===== src/rtl/alm_pkg.sv =====
package alm_pkg;
  localparam int NUM_FIELDS = 6;
  localparam int SR_ADDR    = 'h07;
  localparam int CTRL_ADDR  = 'h08;
  localparam int ALM_BASE   = 'h10;
  localparam int RTC_LAST   = 'h06;
  // status bit positions
  localparam int B_BUSY = 7;
  localparam int B_OSCF = 6;
  localparam int B_DST  = 5;
  localparam int B_ALM  = 4;
  localparam int B_LVDD = 3;
  localparam int B_LB85 = 2;
  localparam int B_LB75 = 1;
  localparam int B_RTCF = 0;
  // control bit positions
  localparam int C_AUTO  = 7;
  localparam int C_IRQEN = 6;
  // flag groups
  localparam logic [7:0] WCLR_MASK = 8'b0101_1110;
  localparam logic [7:0] AUTO_MASK = 8'b0001_1110;
  localparam logic [7:0] DST_MASK  = 8'b0010_0000;
  localparam logic [7:0] FAIL_MASK = 8'b0000_0001;
endpackage


===== src/rtl/alm_regs.sv =====
module alm_regs
  import alm_pkg::*;
#(
  parameter int ADDR_W  = 6,
  parameter int DATA_W  = 8,
  parameter int FIELD_W = 7
) (
  input  logic                                clk,
  input  logic                                rst_n,
  input  logic [ADDR_W-1:0]                   addr,
  input  logic [DATA_W-1:0]                   wdata,
  input  logic                                wr_en,
  output logic [NUM_FIELDS-1:0]               alm_en,
  output logic [NUM_FIELDS-1:0][FIELD_W-1:0]  alm_val,
  output logic                                auto_clr,
  output logic                                irq_en,
  output logic                                rtc_wr
);
  localparam int EN_BIT = DATA_W - 1;

  for (genvar i = 0; i < NUM_FIELDS; i++) begin : g_field
    logic               sel;
    logic               en_d;
    logic [FIELD_W-1:0] val_d;

    always_comb begin
      sel   = wr_en && (addr == ADDR_W'(ALM_BASE + i));
      en_d  = wdata[EN_BIT];
      val_d = wdata[FIELD_W-1:0];
    end

    always_ff @(posedge clk or negedge rst_n) begin
      if (!rst_n) begin
        alm_en[i]  <= 1'b0;
        alm_val[i] <= '0;
      end else if (sel) begin
        alm_en[i]  <= en_d;
        alm_val[i] <= val_d;
      end
    end
  end

  logic ctrl_sel;
  always_comb begin
    ctrl_sel = wr_en && (addr == ADDR_W'(CTRL_ADDR));
    rtc_wr   = wr_en && (addr <= ADDR_W'(RTC_LAST));
  end

  always_ff @(posedge clk or negedge rst_n) begin
    if (!rst_n) begin
      auto_clr <= 1'b0;
      irq_en   <= 1'b0;
    end else if (ctrl_sel) begin
      auto_clr <= wdata[C_AUTO];
      irq_en   <= wdata[C_IRQEN];
    end
  end
endmodule


===== src/rtl/alm_match.sv =====
module alm_match
  import alm_pkg::*;
#(
  parameter int FIELD_W = 7
) (
  input  logic                                tick,
  input  logic [NUM_FIELDS-1:0]               alm_en,
  input  logic [NUM_FIELDS-1:0][FIELD_W-1:0]  alm_val,
  input  logic [NUM_FIELDS-1:0][FIELD_W-1:0]  cur,
  output logic                                hit
);
  logic [NUM_FIELDS-1:0] field_ok;

  for (genvar i = 0; i < NUM_FIELDS; i++) begin : g_cmp
    // a disabled field never blocks the match
    assign field_ok[i] = !alm_en[i] || (alm_val[i] == cur[i]);
  end

  assign hit = tick && (|alm_en) && (&field_ok);
endmodule


===== src/rtl/alm_flags.sv =====
module alm_flags
  import alm_pkg::*;
#(
  parameter int DATA_W = 8
) (
  input  logic              clk,
  input  logic              rst_n,
  input  logic              sr_wr,
  input  logic [DATA_W-1:0] wdata,
  input  logic              rd_start,
  input  logic              rd_done,
  input  logic              auto_clr,
  input  logic              set_alm,
  input  logic              set_lvdd,
  input  logic              set_lb85,
  input  logic              set_lb75,
  input  logic              set_oscf,
  input  logic              set_dst,
  input  logic              month_tick,
  input  logic              rtc_wr,
  input  logic              busy,
  output logic [DATA_W-1:0] status
);
  logic [DATA_W-1:0] flg_q,  flg_d;
  logic [DATA_W-1:0] snap_q, snap_d;
  logic [DATA_W-1:0] hit_q,  hit_d;
  logic              open_q, open_d;
  logic [DATA_W-1:0] set_vec, wr_clr, rd_clr, mon_clr, fail_clr, keep;
  logic              fin;

  always_comb begin
    set_vec         = '0;
    set_vec[B_OSCF] = set_oscf;
    set_vec[B_DST]  = set_dst;
    set_vec[B_ALM]  = set_alm;
    set_vec[B_LVDD] = set_lvdd;
    set_vec[B_LB85] = set_lb85;
    set_vec[B_LB75] = set_lb75;

    fin      = rd_done && open_q;
    keep     = hit_q | set_vec;
    wr_clr   = sr_wr ? (~wdata & WCLR_MASK) : '0;
    rd_clr   = '0;
    if (fin) begin
      rd_clr = snap_q & DST_MASK;
      if (auto_clr) rd_clr = rd_clr | (snap_q & AUTO_MASK);
      rd_clr = rd_clr & ~keep;
    end
    mon_clr  = month_tick ? DST_MASK : '0;
    fail_clr = rtc_wr ? FAIL_MASK : '0;

    // sets are applied last so they win against any clear
    flg_d = (flg_q & ~(wr_clr | rd_clr | mon_clr | fail_clr)) | set_vec;

    open_d = open_q;
    snap_d = snap_q;
    hit_d  = hit_q;
    if (rd_start) begin
      open_d = 1'b1;
      snap_d = flg_q;
      hit_d  = set_vec;
    end else if (open_q) begin
      hit_d = hit_q | set_vec;
      if (rd_done) open_d = 1'b0;
    end
  end

  always_ff @(posedge clk or negedge rst_n) begin
    if (!rst_n) begin
      flg_q  <= FAIL_MASK;
      snap_q <= '0;
      hit_q  <= '0;
      open_q <= 1'b0;
    end else begin
      flg_q  <= flg_d;
      snap_q <= snap_d;
      hit_q  <= hit_d;
      open_q <= open_d;
    end
  end

  always_comb begin
    status         = flg_q;
    status[B_BUSY] = busy;
  end
endmodule


===== src/rtl/rtc_alarm_status.sv =====
module rtc_alarm_status
  import alm_pkg::*;
#(
  parameter int ADDR_W  = 6,
  parameter int DATA_W  = 8,
  parameter int FIELD_W = 7
) (
  input  logic               clk,
  input  logic               rst_n,
  input  logic               tick_sec,
  input  logic [FIELD_W-1:0] cur_sec,
  input  logic [FIELD_W-1:0] cur_min,
  input  logic [FIELD_W-1:0] cur_hour,
  input  logic [FIELD_W-1:0] cur_date,
  input  logic [FIELD_W-1:0] cur_month,
  input  logic [FIELD_W-1:0] cur_wday,
  input  logic [ADDR_W-1:0]  bus_addr,
  input  logic [DATA_W-1:0]  bus_wdata,
  input  logic               bus_wr,
  input  logic               bus_rd,
  input  logic               bus_rd_done,
  input  logic               ev_lvdd,
  input  logic               ev_lbat85,
  input  logic               ev_lbat75,
  input  logic               ev_osc_stop,
  input  logic               ev_dst,
  input  logic               ev_month,
  input  logic               busy_in,
  output logic [DATA_W-1:0]  status,
  output logic               alarm_irq
);
  localparam int SYNC_STAGES = 2;

  logic [SYNC_STAGES-1:0] rst_pipe;
  logic                   rst_int_n;

  always_ff @(posedge clk or negedge rst_n) begin
    if (!rst_n) rst_pipe <= '0;
    else        rst_pipe <= {rst_pipe[SYNC_STAGES-2:0], 1'b1};
  end
  assign rst_int_n = rst_pipe[SYNC_STAGES-1];

  logic [NUM_FIELDS-1:0]              alm_en;
  logic [NUM_FIELDS-1:0][FIELD_W-1:0] alm_val;
  logic [NUM_FIELDS-1:0][FIELD_W-1:0] cur;
  logic auto_clr, irq_en, rtc_wr, match_hit, sr_wr, sr_rd;

  always_comb begin
    cur[0] = cur_sec;
    cur[1] = cur_min;
    cur[2] = cur_hour;
    cur[3] = cur_date;
    cur[4] = cur_month;
    cur[5] = cur_wday;
    sr_wr  = bus_wr && (bus_addr == ADDR_W'(SR_ADDR));
    sr_rd  = bus_rd && (bus_addr == ADDR_W'(SR_ADDR));
  end

  alm_regs #(.ADDR_W(ADDR_W), .DATA_W(DATA_W), .FIELD_W(FIELD_W)) i_regs (
    .clk(clk), .rst_n(rst_int_n), .addr(bus_addr), .wdata(bus_wdata),
    .wr_en(bus_wr), .alm_en(alm_en), .alm_val(alm_val),
    .auto_clr(auto_clr), .irq_en(irq_en), .rtc_wr(rtc_wr)
  );

  alm_match #(.FIELD_W(FIELD_W)) i_match (
    .tick(tick_sec), .alm_en(alm_en), .alm_val(alm_val), .cur(cur),
    .hit(match_hit)
  );

  alm_flags #(.DATA_W(DATA_W)) i_flags (
    .clk(clk), .rst_n(rst_int_n), .sr_wr(sr_wr), .wdata(bus_wdata),
    .rd_start(sr_rd), .rd_done(bus_rd_done), .auto_clr(auto_clr),
    .set_alm(match_hit), .set_lvdd(ev_lvdd), .set_lb85(ev_lbat85),
    .set_lb75(ev_lbat75), .set_oscf(ev_osc_stop), .set_dst(ev_dst),
    .month_tick(ev_month), .rtc_wr(rtc_wr), .busy(busy_in),
    .status(status)
  );

  assign alarm_irq = status[B_ALM] && irq_en;
endmodule


===== config.mk =====
export PLATFORM = sky130hd
export DESIGN_NAME = rtc_alarm_status
export DESIGN_NICKNAME = d
export VERILOG_FILES = /design/src/rtl/alm_pkg.sv /design/src/rtl/alm_regs.sv /design/src/rtl/alm_match.sv /design/src/rtl/alm_flags.sv /design/src/rtl/rtc_alarm_status.sv
export SDC_FILE = /design/constraint.sdc
export NUM_CORES = 1
export LEC_CHECK = 0
export CAP_MARGIN = 20
export CORE_AREA = 5 5 97 90
export DETAILED_ROUTE_END_ITERATION = 7
export DIE_AREA = 0 0 102 95
export DONT_BUFFER_PORTS = 1
export PLACE_DENSITY_LB_ADDON = 0.2
export SLEW_MARGIN = 40
export SYNTH_ARGS = -nofsm -noshare
export SYNTH_HDL_FRONTEND = slang
export SYNTH_SLANG_ARGS = --single-unit

===== constraint.sdc =====
create_clock -name clk -period 4.88 [get_ports clk]
set_input_delay 0.976 -clock clk [delete_from_list [all_inputs] [get_ports clk]]
set_output_delay 0.976 -clock clk [all_outputs]
set_load 0.01 [all_outputs]

-- Word-level counts from Yosys, hierarchy flattened
Index checks and enable logic that the tools add are counted.
- reduce and logical (&&, ||, !) cells: 29
- div/mod/pow operators: 0
- bitwise operators: 11
- muxes and demuxes: 11
- multiply operators: 0
- shifts and indexed selects: 0
- add/subtract/negate cells: 0
- $lt $le $gt $ge: 1
- equality and inequality tests: 14
- operator list (cell ; number):
    $eq A7 B7 Y1 ; 6
    $eq A6 B5 Y1 const B ; 6
    $mux W8 ; 4
    $or A8 B8 Y8 ; 3
    $and A8 B8 Y8 ; 2
    $not A8 Y8 ; 2
    $or A8 B7 Y8 ; 2
    $logic_and A1 B1 Y1 ; 14
    $mux W6 ; 2
    $mux W7 ; 1
    $not A7 Y7 ; 1
    $eq A6 B3 Y1 const B ; 1
    $eq A6 B4 Y1 const B ; 1
    $le A6 B3 Y1 const B ; 1
    $logic_not A1 Y1 ; 6
    $logic_or A1 B1 Y1 ; 6
    $or A6 B5 Y6 ; 1
    $reduce_and A6 Y1 ; 1
    $reduce_or A6 Y1 ; 1
    $mux W1 ; 4
    $reduce_bool A2 Y1 ; 1
- bits in latches: 0
- memories: 0
- logic and storage cells: 85
- ROM bits: 0
- memory bits (writable): 0
- bits of input ports: 69
- register bits: 75
- output and inout bits: 9

-- Longest topological paths before layout
- depth in word-level cells: 14
- gate-level depth with buffers: 6
- mapped depth without buffers: 5

-- By module
A second synthesis with hierarchy kept.
- cell total of the unflattened synthesis: 248
- area, all modules: 3275.6 sq um
- modules (own cells, without submodules) (module ; times used ; area an instance (sq um) ; cells an instance ; seq. area each (sq um)):
    alm_regs ; 1 ; 1960.6 ; 118 ; 1251.2
    alm_flags ; 1 ; 737.0 ; 63 ; 451.7
    alm_match ; 1 ; 486.7 ; 59 ; 0.0
    rtc_alarm_status ; 1 ; 91.3 ; 8 ; 50.0

-- Least setup slack after synthesis
Ideal clock, no wire load.
- path kind: input to register
- from: input port bus_addr[2]
- to: register i_flags.snap_q[1]
- path buffers: 2
- data arrival time: 2.147 ns
- library setup time: 0.125 ns
- path slack: 2.608 ns
- stages: 5
- required time: 4.755 ns
- cells stage by stage: buf_4 nand3_2 or4_4 buf_6 mux2_4
- word-level cells in the longest chain between the ends: 2
- RTL lines (what ; line ; source):
    start: declaration ; rtc_alarm_status.sv:17 ; input logic [ADDR_W-1:0] bus_addr,
    $eq A6 B3 Y1 ; rtc_alarm_status.sv:56 ; sr_rd = bus_rd && (bus_addr == ADDR_W'(SR_ADDR));
    $logic_and A1 B1 Y1 ; rtc_alarm_status.sv:56 ;
    end signal: assignment ; alm_flags.sv:76 ; snap_q <= snap_d;
    end: declaration ; alm_flags.sv:25 ; logic [DATA_W-1:0] snap_q, snap_d;
No other way between the ends.
A chain may end at the register's enable or synchronous reset.

-- Final worst setup path
- from: input port bus_addr[5]
- to: register i_regs.alm_val[33] (netlist bit)
- word-level cells in the longest chain between the ends: 2
- RTL lines (what ; line ; source):
    $eq A6 B5 Y1 ; alm_regs.sv:27 ; sel = wr_en && (addr == ADDR_W'(ALM_BASE + i));
    $logic_and A1 B1 Y1 ; alm_regs.sv:27 ;
    end signal: indexed assignment ; alm_regs.sv:38 ; alm_val[i] <= val_d;
    end: declaration ; alm_regs.sv:14 ; output logic [NUM_FIELDS-1:0][FIELD_W-1:0] alm_val,
No other way between the ends.

==> run metrics <==
RR Startpoint=i_regs.alm_val[23]$_DFFE_PN0P_; Worst-path clk slew=0.07 ns; RSZ-0062 raised after global routing=false; die span in x=102 µm; Pwr Density=372 nW/µm²; Syn Inst Count=239; root buffer cell=clkbuf_8; die area=9690 µm²; Worst VDD drop=0.239 mV; sequential cell area=1750 µm²; ant diodes=0; CORE AREA=7720 µm²; Leak=1.56 nW; most common cell after layout, fill and taps aside=dfrtp_1; CTS H-tree depth=3; Congestion Overflow GR=0; layout cells sized above 1=33.2%; fin crit share=41.9%; Post-synth EDFFs=0; Synth async-reset ratio=100%; mapped cell area=3300 µm²; Fin Hold WS=0.333 ns; Crit. Startpoint=bus_addr[5]; min cycle time layout=2.04 ns; Yosys warnings=0; Non-Filler Instances=349; Worst Path Max Fanout=8; CTS tree=done; DRC=0; CP startpoint kind=primary input; RePlAce Congestion=0.777; final setup fails=0; hpwl dp=5030 µm; status=complete, no violations; pin count of the biggest net entering global routing=69; Nets=315; final hold violation count=0; Distinct cells, synth=34; most frequent cells in the layout=68 x dfrtp_1, 51 x mux2_2, 24 x xnor2_1, 18 x xor2_1, 10 x clkbuf_8; port bufs=0; Hold WC Path Type=primary input to async pin; post-CTS setup buffers=0; Rows=31; cts repair resizes=0; drt pass-1 iters=4; fmax=490 MHz; First DRT Iteration DRCs=51; GR Util All Layers=16.0%; setup_tns=0 ns; Seq/Total Area, Yosys=53.1%; WS Path Type=primary input to flip-flop; placed insts=334; Worst Path Arrival=2.26 ns; global-route wire length before repair=11300 µm; Vias/cell=5.44; dominant synthesized flop cell=dfrtp_1; TritonCTS buffer count=9; max-slew violations=0; via count=1900; worst-margin pin slew=0.618 ns; Crit. End Element=flip-flop; Slew HR=58.8%; P&R area growth vs syn=8.72%; CP Data Required Time=5.09 ns; number of global-route vias before repair=2081; CTS max path bufs=2; clk sinks=70; Die H=95 µm; Synth Area per Inst=13.8 µm²; Total Wirelength=6970 µm; FILL cells=690; worst skew pair latency=0.34 ns; hold_buf cts=0; initial antenna violation count=0; flops & latches, synth=70; max_cap viols=0; I/O Pins=78; Initial Util=42.8%; multi-input combinational cell area=1490 µm²; post-DR wirelength/cell=20.0 µm; remaining antenna violation count=0; post-route clock skew=0.0101 ns; Synthesized Nets=308
layer usage:
layer / track usage [%] / vias up / routed length [µm]
met5: 0 / - / 0
met4: 6.56 / 0 / 113
met3: 6.35 / 8 / 556
met2: 24.6 / 51 / 3350
met1: 20.0 / 969 / 2950
li1: - / 872 / -
worst max-delay path, cell delays in order:
cell and delay, ns:
nor3b_4 0.29, nand3b_4 0.18, nor3b_4 0.43, mux2_2 0.38
synthesized netlist by cell type (2+ instances only):
master	instances	area (µm²)
nor2_1	2	7.51
mux2_4	4	60.1
nand3_1	3	15.0
nor3_4	2	32.5
dfrtp_1	69	1730
inv_1	3	11.3
xnor2_1	24	210
buf_4	3	22.5
nand4b_1	2	17.5
nand4_1	8	50.1
xor2_1	18	158
buf_6	2	22.5
nand2_1	5	18.8
a22o_1	4	35.0
nor3b_4	2	37.5
o41ai_1	6	52.6
nand2b_1	9	56.3
o21ai_0	3	15.0
o221ai_1	4	35.0
nor2_2	2	12.5
mux2_2	51	574
path summary, 6_finish.rpt:
path	to	cells past startpoint	slack [ns]
worst max-delay path	i_regs.alm_val[33]$_DFFE_PN0P_	4	2.84
worst min-delay path	rst_pipe[1]$_DFF_PN0_	0	0.33
worst max register to register	i_flags.flg_q[4]$_DFF_PN0_	5	3.33
worst min register to register	i_flags.flg_q[5]$_DFF_PN0_	1	0.35
max in group asynchronous	i_regs.alm_val[33]$_DFFE_PN0P_	1	4.08
min in group clk	rst_pipe[1]$_DFF_PN0_	0	0.36
flip-flops by register name, indices dropped and copies added (netlist names):
name and count:
i_flags.flg_q 7, i_flags.hit_q 5, i_flags.open_q 1, i_flags.snap_q 5
i_regs.alm_en 6, i_regs.alm_val 42, i_regs.auto_clr 1, i_regs.irq_en 1
rst_pipe 2
cells by family (layout without fill, tap and decap cells):
| group | count (synthesis) | count (layout) | share of synthesized area (%) |
|---|---|---|---|
| compound gates | 21 | 21 | 5.08 |
| other cells | 1 | 1 | 0.114 |
| mux | 55 | 55 | 19.2 |
| xor+xnor | 42 | 42 | 11.1 |
| flops | 70 | 70 | 53.1 |
| simple gates | 42 | 42 | 9.63 |
| buf+inv | 8 | 19 | 1.71 |
stage by stage:
step	cell area (µm²)	setup WS, ns	power, mW	util [%]
after detailed placement	3390	2.49	0.887	43.9
final	3590	2.84	1.34	46.5
after CTS	3590	2.84	1.36	46.5
after floorplan	3300	2.61	0.855	-
after global routing	3590	2.76	1.41	46.5
after global placement	3390	2.50	0.880	43.9
power by group:
| group | switching (mW) | total (mW) | internal [mW] |
|---|---|---|---|
| clock network | 0.215 | 0.463 | 0.248 |
| logic | 0.0597 | 0.167 | 0.108 |
| registers | 0.0501 | 0.706 | 0.656 |
layout make-up:
type | count | area share, %
timing repair buffer | 1 | 0.314
tap | 99 | 3.45
sequential | 70 | 48.9
inverter | 3 | 0.314
multi-input combinational | 161 | 41.6
clock buffer | 10 | 3.84
clock inverter | 5 | 1.64
No activity file was read; power rests on OpenSTA's default activity.
